File: config.mk
export PLATFORM = sky130hd
export DESIGN_NAME = fpx_guard
export DESIGN_NICKNAME = d
export VERILOG_FILES = /design/src/rtl/fpx_pkg.sv /design/src/rtl/fpx_ctl_reg.sv /design/src/rtl/fpx_flag_bank.sv /design/src/rtl/fpx_irq_ctl.sv /design/src/rtl/fpx_guard.sv
export SDC_FILE = /design/constraint.sdc
export NUM_CORES = 1
export LEC_CHECK = 0
export ABC_AREA = 0
export BUFFER_PORTS_ARGS = -buffer_cell sky130_fd_sc_hd__clkbuf_2
export CORE_UTILIZATION = 42
export CTS_CLUSTER_SIZE = 25
export DETAILED_ROUTE_END_ITERATION = 16
export GPL_TIMING_DRIVEN = 1
export PLACE_DENSITY = 0.77
export SYNTH_ARGS = -nofsm -noshare
export SYNTH_HDL_FRONTEND = slang
export SYNTH_SLANG_ARGS = --single-unit
File: constraint.sdc
create_clock -name clk -period 1.4 [get_ports clk]
set_clock_uncertainty 0.15 [all_clocks]
set_input_delay 0.07 -clock clk [delete_from_list [all_inputs] [get_ports clk]]
set_output_delay 0.07 -clock clk [all_outputs]
set_load 0.1 [all_outputs]
File: src/rtl/fpx_pkg.sv
package fpx_pkg;
  // Status word positions outside the per-class flag field
  localparam int unsigned STK_FAULT_POS = 6;
  localparam int unsigned IRQ_POS       = 7;
  // Rounding-mode field position in the control word
  localparam int unsigned RND_LSB       = 10;
  localparam int unsigned RND_W         = 2;
  // Class that a stack fault also reports
  localparam int unsigned INVALID_POS   = 0;

  // Update action applied to every sticky flag in one cycle
  typedef enum logic [1:0] {
    FLG_KEEP  = 2'd0,
    FLG_CLEAR = 2'd1,
    FLG_INIT  = 2'd2
  } flag_upd_e;
endpackage

File: src/rtl/fpx_ctl_reg.sv
module fpx_ctl_reg #(
  parameter int unsigned WORD_W = 16,
  parameter logic [WORD_W-1:0] RESET_VAL = 16'h037F
) (
  input  logic              clk,
  input  logic              rst_n,
  input  logic              init_i,
  input  logic              wr_en_i,
  input  logic [WORD_W-1:0] wr_data_i,
  output logic [WORD_W-1:0] q_o,
  output logic [WORD_W-1:0] q_nxt_o
);
  logic              cw_en;
  logic [WORD_W-1:0] cw_nxt;
  logic [WORD_W-1:0] cw_q;

  always_comb begin
    cw_en  = init_i | wr_en_i;
    cw_nxt = cw_q;
    if (init_i) begin
      cw_nxt = RESET_VAL;
    end else if (wr_en_i) begin
      cw_nxt = wr_data_i;
    end
  end

  always_ff @(posedge clk or negedge rst_n) begin
    if (!rst_n) begin
      cw_q <= RESET_VAL;
    end else if (cw_en) begin
      cw_q <= cw_nxt;
    end
  end

  assign q_o     = cw_q;
  assign q_nxt_o = cw_nxt;
endmodule

File: src/rtl/fpx_flag_bank.sv
module fpx_flag_bank
  import fpx_pkg::*;
#(
  parameter int unsigned N_EXC = 6
) (
  input  logic             clk,
  input  logic             rst_n,
  input  flag_upd_e        upd_i,
  input  logic [N_EXC-1:0] evt_i,
  input  logic             sf_evt_i,
  output logic [N_EXC-1:0] flags_o,
  output logic [N_EXC-1:0] flags_nxt_o,
  output logic             sf_o
);
  localparam int unsigned CELLS = N_EXC + 1;

  logic [CELLS-1:0] set_vec;
  logic [CELLS-1:0] cell_q;
  logic [CELLS-1:0] cell_nxt;

  always_comb begin
    set_vec              = {sf_evt_i, evt_i};
    set_vec[INVALID_POS] = evt_i[INVALID_POS] | sf_evt_i;
  end

  for (genvar g = 0; g < CELLS; g++) begin : g_cell
    logic en;
    always_comb begin
      en = (upd_i != FLG_KEEP) | set_vec[g];
      unique case (upd_i)
        FLG_INIT:  cell_nxt[g] = 1'b0;
        FLG_CLEAR: cell_nxt[g] = set_vec[g];
        default:   cell_nxt[g] = cell_q[g] | set_vec[g];
      endcase
    end

    always_ff @(posedge clk or negedge rst_n) begin
      if (!rst_n) begin
        cell_q[g] <= 1'b0;
      end else if (en) begin
        cell_q[g] <= cell_nxt[g];
      end
    end
  end

  assign flags_o     = cell_q[N_EXC-1:0];
  assign flags_nxt_o = cell_nxt[N_EXC-1:0];
  assign sf_o        = cell_q[N_EXC];
endmodule

File: src/rtl/fpx_irq_ctl.sv
module fpx_irq_ctl #(
  parameter int unsigned N_EXC = 6
) (
  input  logic             clk,
  input  logic             rst_n,
  input  logic             init_i,
  input  logic             ack_i,
  input  logic [N_EXC-1:0] flags_nxt_i,
  input  logic [N_EXC-1:0] mask_nxt_i,
  output logic             irq_o
);
  logic pend_nxt;
  logic irq_nxt;
  logic irq_q;

  always_comb begin
    pend_nxt = |(flags_nxt_i & ~mask_nxt_i);
    if (init_i) begin
      irq_nxt = 1'b0;
    end else if (pend_nxt) begin
      irq_nxt = 1'b1;
    end else if (ack_i) begin
      irq_nxt = 1'b0;
    end else begin
      irq_nxt = irq_q;
    end
  end

  always_ff @(posedge clk or negedge rst_n) begin
    if (!rst_n) begin
      irq_q <= 1'b0;
    end else begin
      irq_q <= irq_nxt;
    end
  end

  assign irq_o = irq_q;
endmodule

File: src/rtl/fpx_guard.sv
module fpx_guard
  import fpx_pkg::*;
#(
  parameter int unsigned N_EXC = 6,
  parameter int unsigned WORD_W = 16,
  parameter logic [WORD_W-1:0] CW_RESET = 16'h037F
) (
  input  logic              clk,
  input  logic              rst_n,
  input  logic              init_cmd,
  input  logic              clear_cmd,
  input  logic              irq_ack,
  input  logic              ctl_wr_en,
  input  logic [WORD_W-1:0] ctl_wr_data,
  input  logic [N_EXC-1:0]  evt_pulse,
  input  logic              evt_stack_fault,
  output logic [WORD_W-1:0] ctl_word,
  output logic [WORD_W-1:0] stat_word,
  output logic [RND_W-1:0]  round_mode,
  output logic [N_EXC-1:0]  subst_default,
  output logic              irq_req
);
  logic [WORD_W-1:0] cw_q;
  logic [WORD_W-1:0] cw_nxt;
  logic [N_EXC-1:0]  flags;
  logic [N_EXC-1:0]  flags_nxt;
  logic              sf_flag;
  logic              irq_q;
  flag_upd_e         upd;
  logic [N_EXC-1:0]  evt_eff;

  always_comb begin
    if (init_cmd) begin
      upd = FLG_INIT;
    end else if (clear_cmd) begin
      upd = FLG_CLEAR;
    end else begin
      upd = FLG_KEEP;
    end
  end

  fpx_ctl_reg #(.WORD_W(WORD_W), .RESET_VAL(CW_RESET)) u_ctl (
    .clk       (clk),
    .rst_n     (rst_n),
    .init_i    (init_cmd),
    .wr_en_i   (ctl_wr_en),
    .wr_data_i (ctl_wr_data),
    .q_o       (cw_q),
    .q_nxt_o   (cw_nxt)
  );

  fpx_flag_bank #(.N_EXC(N_EXC)) u_flags (
    .clk         (clk),
    .rst_n       (rst_n),
    .upd_i       (upd),
    .evt_i       (evt_pulse),
    .sf_evt_i    (evt_stack_fault),
    .flags_o     (flags),
    .flags_nxt_o (flags_nxt),
    .sf_o        (sf_flag)
  );

  fpx_irq_ctl #(.N_EXC(N_EXC)) u_irq (
    .clk         (clk),
    .rst_n       (rst_n),
    .init_i      (init_cmd),
    .ack_i       (irq_ack),
    .flags_nxt_i (flags_nxt),
    .mask_nxt_i  (cw_nxt[N_EXC-1:0]),
    .irq_o       (irq_q)
  );

  always_comb begin
    evt_eff              = evt_pulse;
    evt_eff[INVALID_POS] = evt_pulse[INVALID_POS] | evt_stack_fault;
  end

  always_comb begin
    stat_word                = '0;
    stat_word[N_EXC-1:0]     = flags;
    stat_word[STK_FAULT_POS] = sf_flag;
    stat_word[IRQ_POS]       = irq_q;
  end

  assign ctl_word      = cw_q;
  assign round_mode    = cw_q[RND_LSB +: RND_W];
  assign subst_default = evt_eff & cw_q[N_EXC-1:0];
  assign irq_req       = irq_q;
endmodule

* After elaboration in Yosys (flattened, before gate mapping) *
Index checks and enable logic that the tools add are counted.

word-level totals
  flip-flop bits (word level) = 24
  latch bits = 0
  bits in writable memories = 0
  ROM bits = 0
  bits of input ports = 29
  output and inout port bits = 41
  logic and storage cells = 50
  memories kept = 0

operators by class
  add/subtract/negate cells = 0
  $mul = 0
  divide/modulo/power cells = 0
  magnitude comparators = 0
  equality and inequality tests = 2
  shift operators = 0
  multiplexer cells = 14
  bitwise gates (word level) = 19
  reduce and logical (&&, ||, !) cells = 5

operator list
  operator                                       number
  two-way mux 16 bit                             2
  bitwise OR 1 bit                               16
  case mux 1 bit (2 select lines)                7
  AND 6 bit                                      2
  inverter 6 bit                                 1
  OR reduction 6 bit                             1
  two-way mux 1 bit                              4
  nonzero test 2 bit                             2
  nonzero test 3 bit                             1
  == test 2 x 1 -> 1 bit, second input constant  1
  == test 2 bit, second input constant           1
  two-way mux 2 bit                              1
  AND reduction 2 bit                            1

* Logic depth before layout (Yosys ltp) *
  word-level depth = 8
  gate-level depth with buffers = 5
  mapped depth without buffers = 4

* Cells and area by module *
A second synthesis with hierarchy kept.

unflattened totals
  cells, all modules = 155
  area total of the unflattened synthesis = 1481.4 um^2

by module, submodules not included
  module         times used  cells an instance  area each (um^2)
  fpx_ctl_reg    1           70                 827.0
  fpx_flag_bank  1           53                 432.9
  fpx_guard      1           20                 138.9
  fpx_irq_ctl    1           12                 82.6

* Least setup slack after synthesis *
No wires, ideal clock.

  path kind = reg-to-output
  start point = register u_ctl.cw_q[2], in the netlist u_ctl.q_o[2]
  end point = output subst_default[2]
  data arrival time = 1.679 ns
  required time = 1.180 ns
  path slack = -0.499 ns
  cell stages (with the launch flop) = 2
  path through = dfstp_2 -> and2_1

between the ends
  word-level cells in the longest chain between the ends = 1

ends and longest elaborated chain
  what                    line               source
  from (decl)             fpx_ctl_reg.sv:15  logic [WORD_W-1:0] cw_q;
  from (signal assigned)  fpx_ctl_reg.sv:31  cw_q <= cw_nxt;
  AND 6 bit               fpx_guard.sv:87    assign subst_default = evt_eff & cw_q[N_EXC-1:0];
  to (decl)               fpx_guard.sv:20    output logic [N_EXC-1:0] subst_default,

No other way between the ends.

* Worst setup path in the final report *
  start point = register u_ctl.cw_q[1], in the netlist u_ctl.q_o[1]
  end point = output subst_default[1]

The elaborated chain is that of the path after synthesis.

==> impl_metrics.toml <==
[finish]
drive_gt1_share_pct = 52.0
area_growth_syn_to_layout_pct = 89.5
utilization_pct = 86.2
nets = 230

[grt]
use_met3_pct = 2.22
grt_pass1_wl_um = 5450
gr-usage-met2_pct = 56.9
track_usage_pct = 27.2
grt-busiest-layer = "met2"
grt_max_degree = 25
antenna_found_initial = 0
grt_overflow = 0
use_met1_pct = 25.6
grt_pass1_vias = 1210

[clock_network]
clk_pin_slew_ns = 0.14
cts_made_buffers = 3
cts_buffer_depth = 2
worstSkewPairLatency_ns = 0.31
h-tree-depth = 1
cts_root_buf = "clkbuf_4"
clock-sinks = 24
cts_tree = "yes"

[yosys]
async_reset_ff_share_pct = 100
synthDistinctLibCells = 24
synthFlopType = "dfrtp_1"
synth_cells = 104
ys_seq_area_share_pct = 53.3
ys.warnings.count = 0
yosys_register_bits = 24
yosys.area.top_type_share_pct = 32.7
synth-edff-count = 0
ys_top_cells_by_area = "dfrtp_1 (33%), dfstp_2 (21%), mux2i_1 (14%)"
yosysTopAreaCell = "dfrtp_1"
synth_area_per_cell_um2 = 11.0
synth.most_common_cell = "mux2i_1"
syn-cell-area_um2 = 1150
yosys-top-cells-count = "mux2i_1 (16), dfrtp_1 (15), buf_4 (13)"

[routing]
antenna_left = 0
wirelength_um = 3840
vias = 1136
detail_route.wl_per_cell_um = 16.6
drt_iter0_markers = 19
via_per_inst = 4.92
drt_pre_antenna_iters = 4
drc_errors = 0

[timing]
fin_crit_sh_pct = 114
finalSetupViolCount = 12
fin_ws_ns = -0.194
rsz0062_at_grt = "true"
drv_slew = 0
max_clock_freq_mhz = 627
hold_viol_final = 0
tightest_slew_ns = 0.581
min_period_ns = 1.59
worst_hold_slack_ns = 0.00868
relSlewSlack_pct = 61.2

[setup_path]
end_kind = "output pin"
cp-start-kind = "flop"
slowest_stage = "dfstp_4"
crit_type = "flop to output pin"
reg2reg_setup_slack_ns = -0.04
required_ns = 1.18
cp.arrival_ns = 1.37
cp_cell_sequence = "buf_6 > and2_4 > buf_12"
cp_slowest_stage_delay_ns = 0.66
crit_path_max_fanout = 2

[floorplanning]
io_pins = 70
core_area_um2 = 2520
die_w_um = 54.3
dieArea_um2 = 2940
initial_core_util_pct = 45.5
fp.dieH_um = 54.3
rows = 18

[pwr]
p_leak_nw = 1.08
powerDensity_nw_per_um2 = 1020
peakVddDrop_mv = 0.861
total_power_w = 0.00221

[outcome]
outcome = "finished, violations left"
violations = "setup timing"

[place]
dp_hpwl_um = 2240
place_congestion = 0.790
port_buffers = 61

[job]
drv_cap = 0

[hold_path]
min_path_type = "input port to flop"
## cell families (layout without fill, tap and decap cells)
kind of cell / after synthesis / after routing / synth area share [%]
buf+inv: 19 / 108 / 11.2
compound gates: 13 / 13 / 8.83
simple gates: 31 / 31 / 12.3
mux: 16 / 16 / 14.0
other cells: 1 / 9 / 0.327
flops: 24 / 24 / 53.3
## routing by layer
layer | up-vias | wire (um)
met4 | 0 | 134
met5 | - | 0
met1 | 563 | 1270
li1 | 519 | -
met3 | 12 | 95
met2 | 42 | 2340
## cell usage in the layout, fill, tap and decap left out, types with 5 or more instances in the layout
master and n:
and2_4 5, buf_12 15, buf_4 21, buf_6 8, clkbuf_2 28, conb_1 8, dfrtp_1 7, dfrtp_2 8
dfstp_4 6, dlygate4sd3_1 28, mux2i_1 16, nand2_1 9, nor2_1 11
## path summary, 6_finish.rpt
kind | depth (start not counted) | to | from
worst min-delay path | 4 | u_flags.flags_o[5] | clear_cmd
max in group asynchronous | 2 | u_ctl.q_o[11] | rst_n
min in group asynchronous | 2 | u_flags.flags_o[2] | rst_n
worst max register to register | 4 | u_irq.irq_o | u_ctl.q_o[0]
worst max-delay path | 3 | subst_default[1] | u_ctl.q_o[1]
worst min register to register | 2 | u_ctl.q_o[7] | u_ctl.q_o[7]
## flip-flops by register name (all words and copies together) (netlist names)
signal           cells
u_irq.irq_o          1
u_flags.sf_o         1
u_ctl.q_o           16
u_flags.flags_o      6
## through the flow
stage / setup TNS, ns / std cells / setup WS [ns] / area (um2)
after detailed placement: 0 / 193 / 0.0139 / 1770
after global placement: 0 / 193 / 0.0356 / 1770
after CTS: -1.23 / 229 / -0.184 / 2150
final: -1.33 / 231 / -0.194 / 2170
after global routing: -1.78 / 230 / -0.222 / 2170
after floorplan: -0.560 / 111 / -0.160 / 1220
## final cells by class
class	count	area, um2
repair buffers	101	981
diodes	1	2.50
inverters	3	11.3
flip-flops and latches	24	644
fillers	122	348
multi-input cells	68	462
well taps	30	37.5
clock buffers	4	36.3
## critical path: cells and delay by family (launching register included)
family	cells	cell delay, ns
flip-flops	1	0.66
buffers and inverters	2	0.26
AND/OR/NAND/NOR	1	0.14
## report_power, final
group / internal, W / switching [W]
combinational: 0.000325 / 0.000724
clock: 0.000159 / 0.000215
sequential: 0.000756 / 0.0000353
total: 0.00124 / 0.000974
## repair_timing
item,in CTS,in global routing
gates resized for setup,10,4
pin swaps,5,0
setup buffers,4,1
endpoints found under the hold margin,48,1
hold buffers,29,1
setup endpoints to repair,11,13
(Power assumes the default switching activity.)
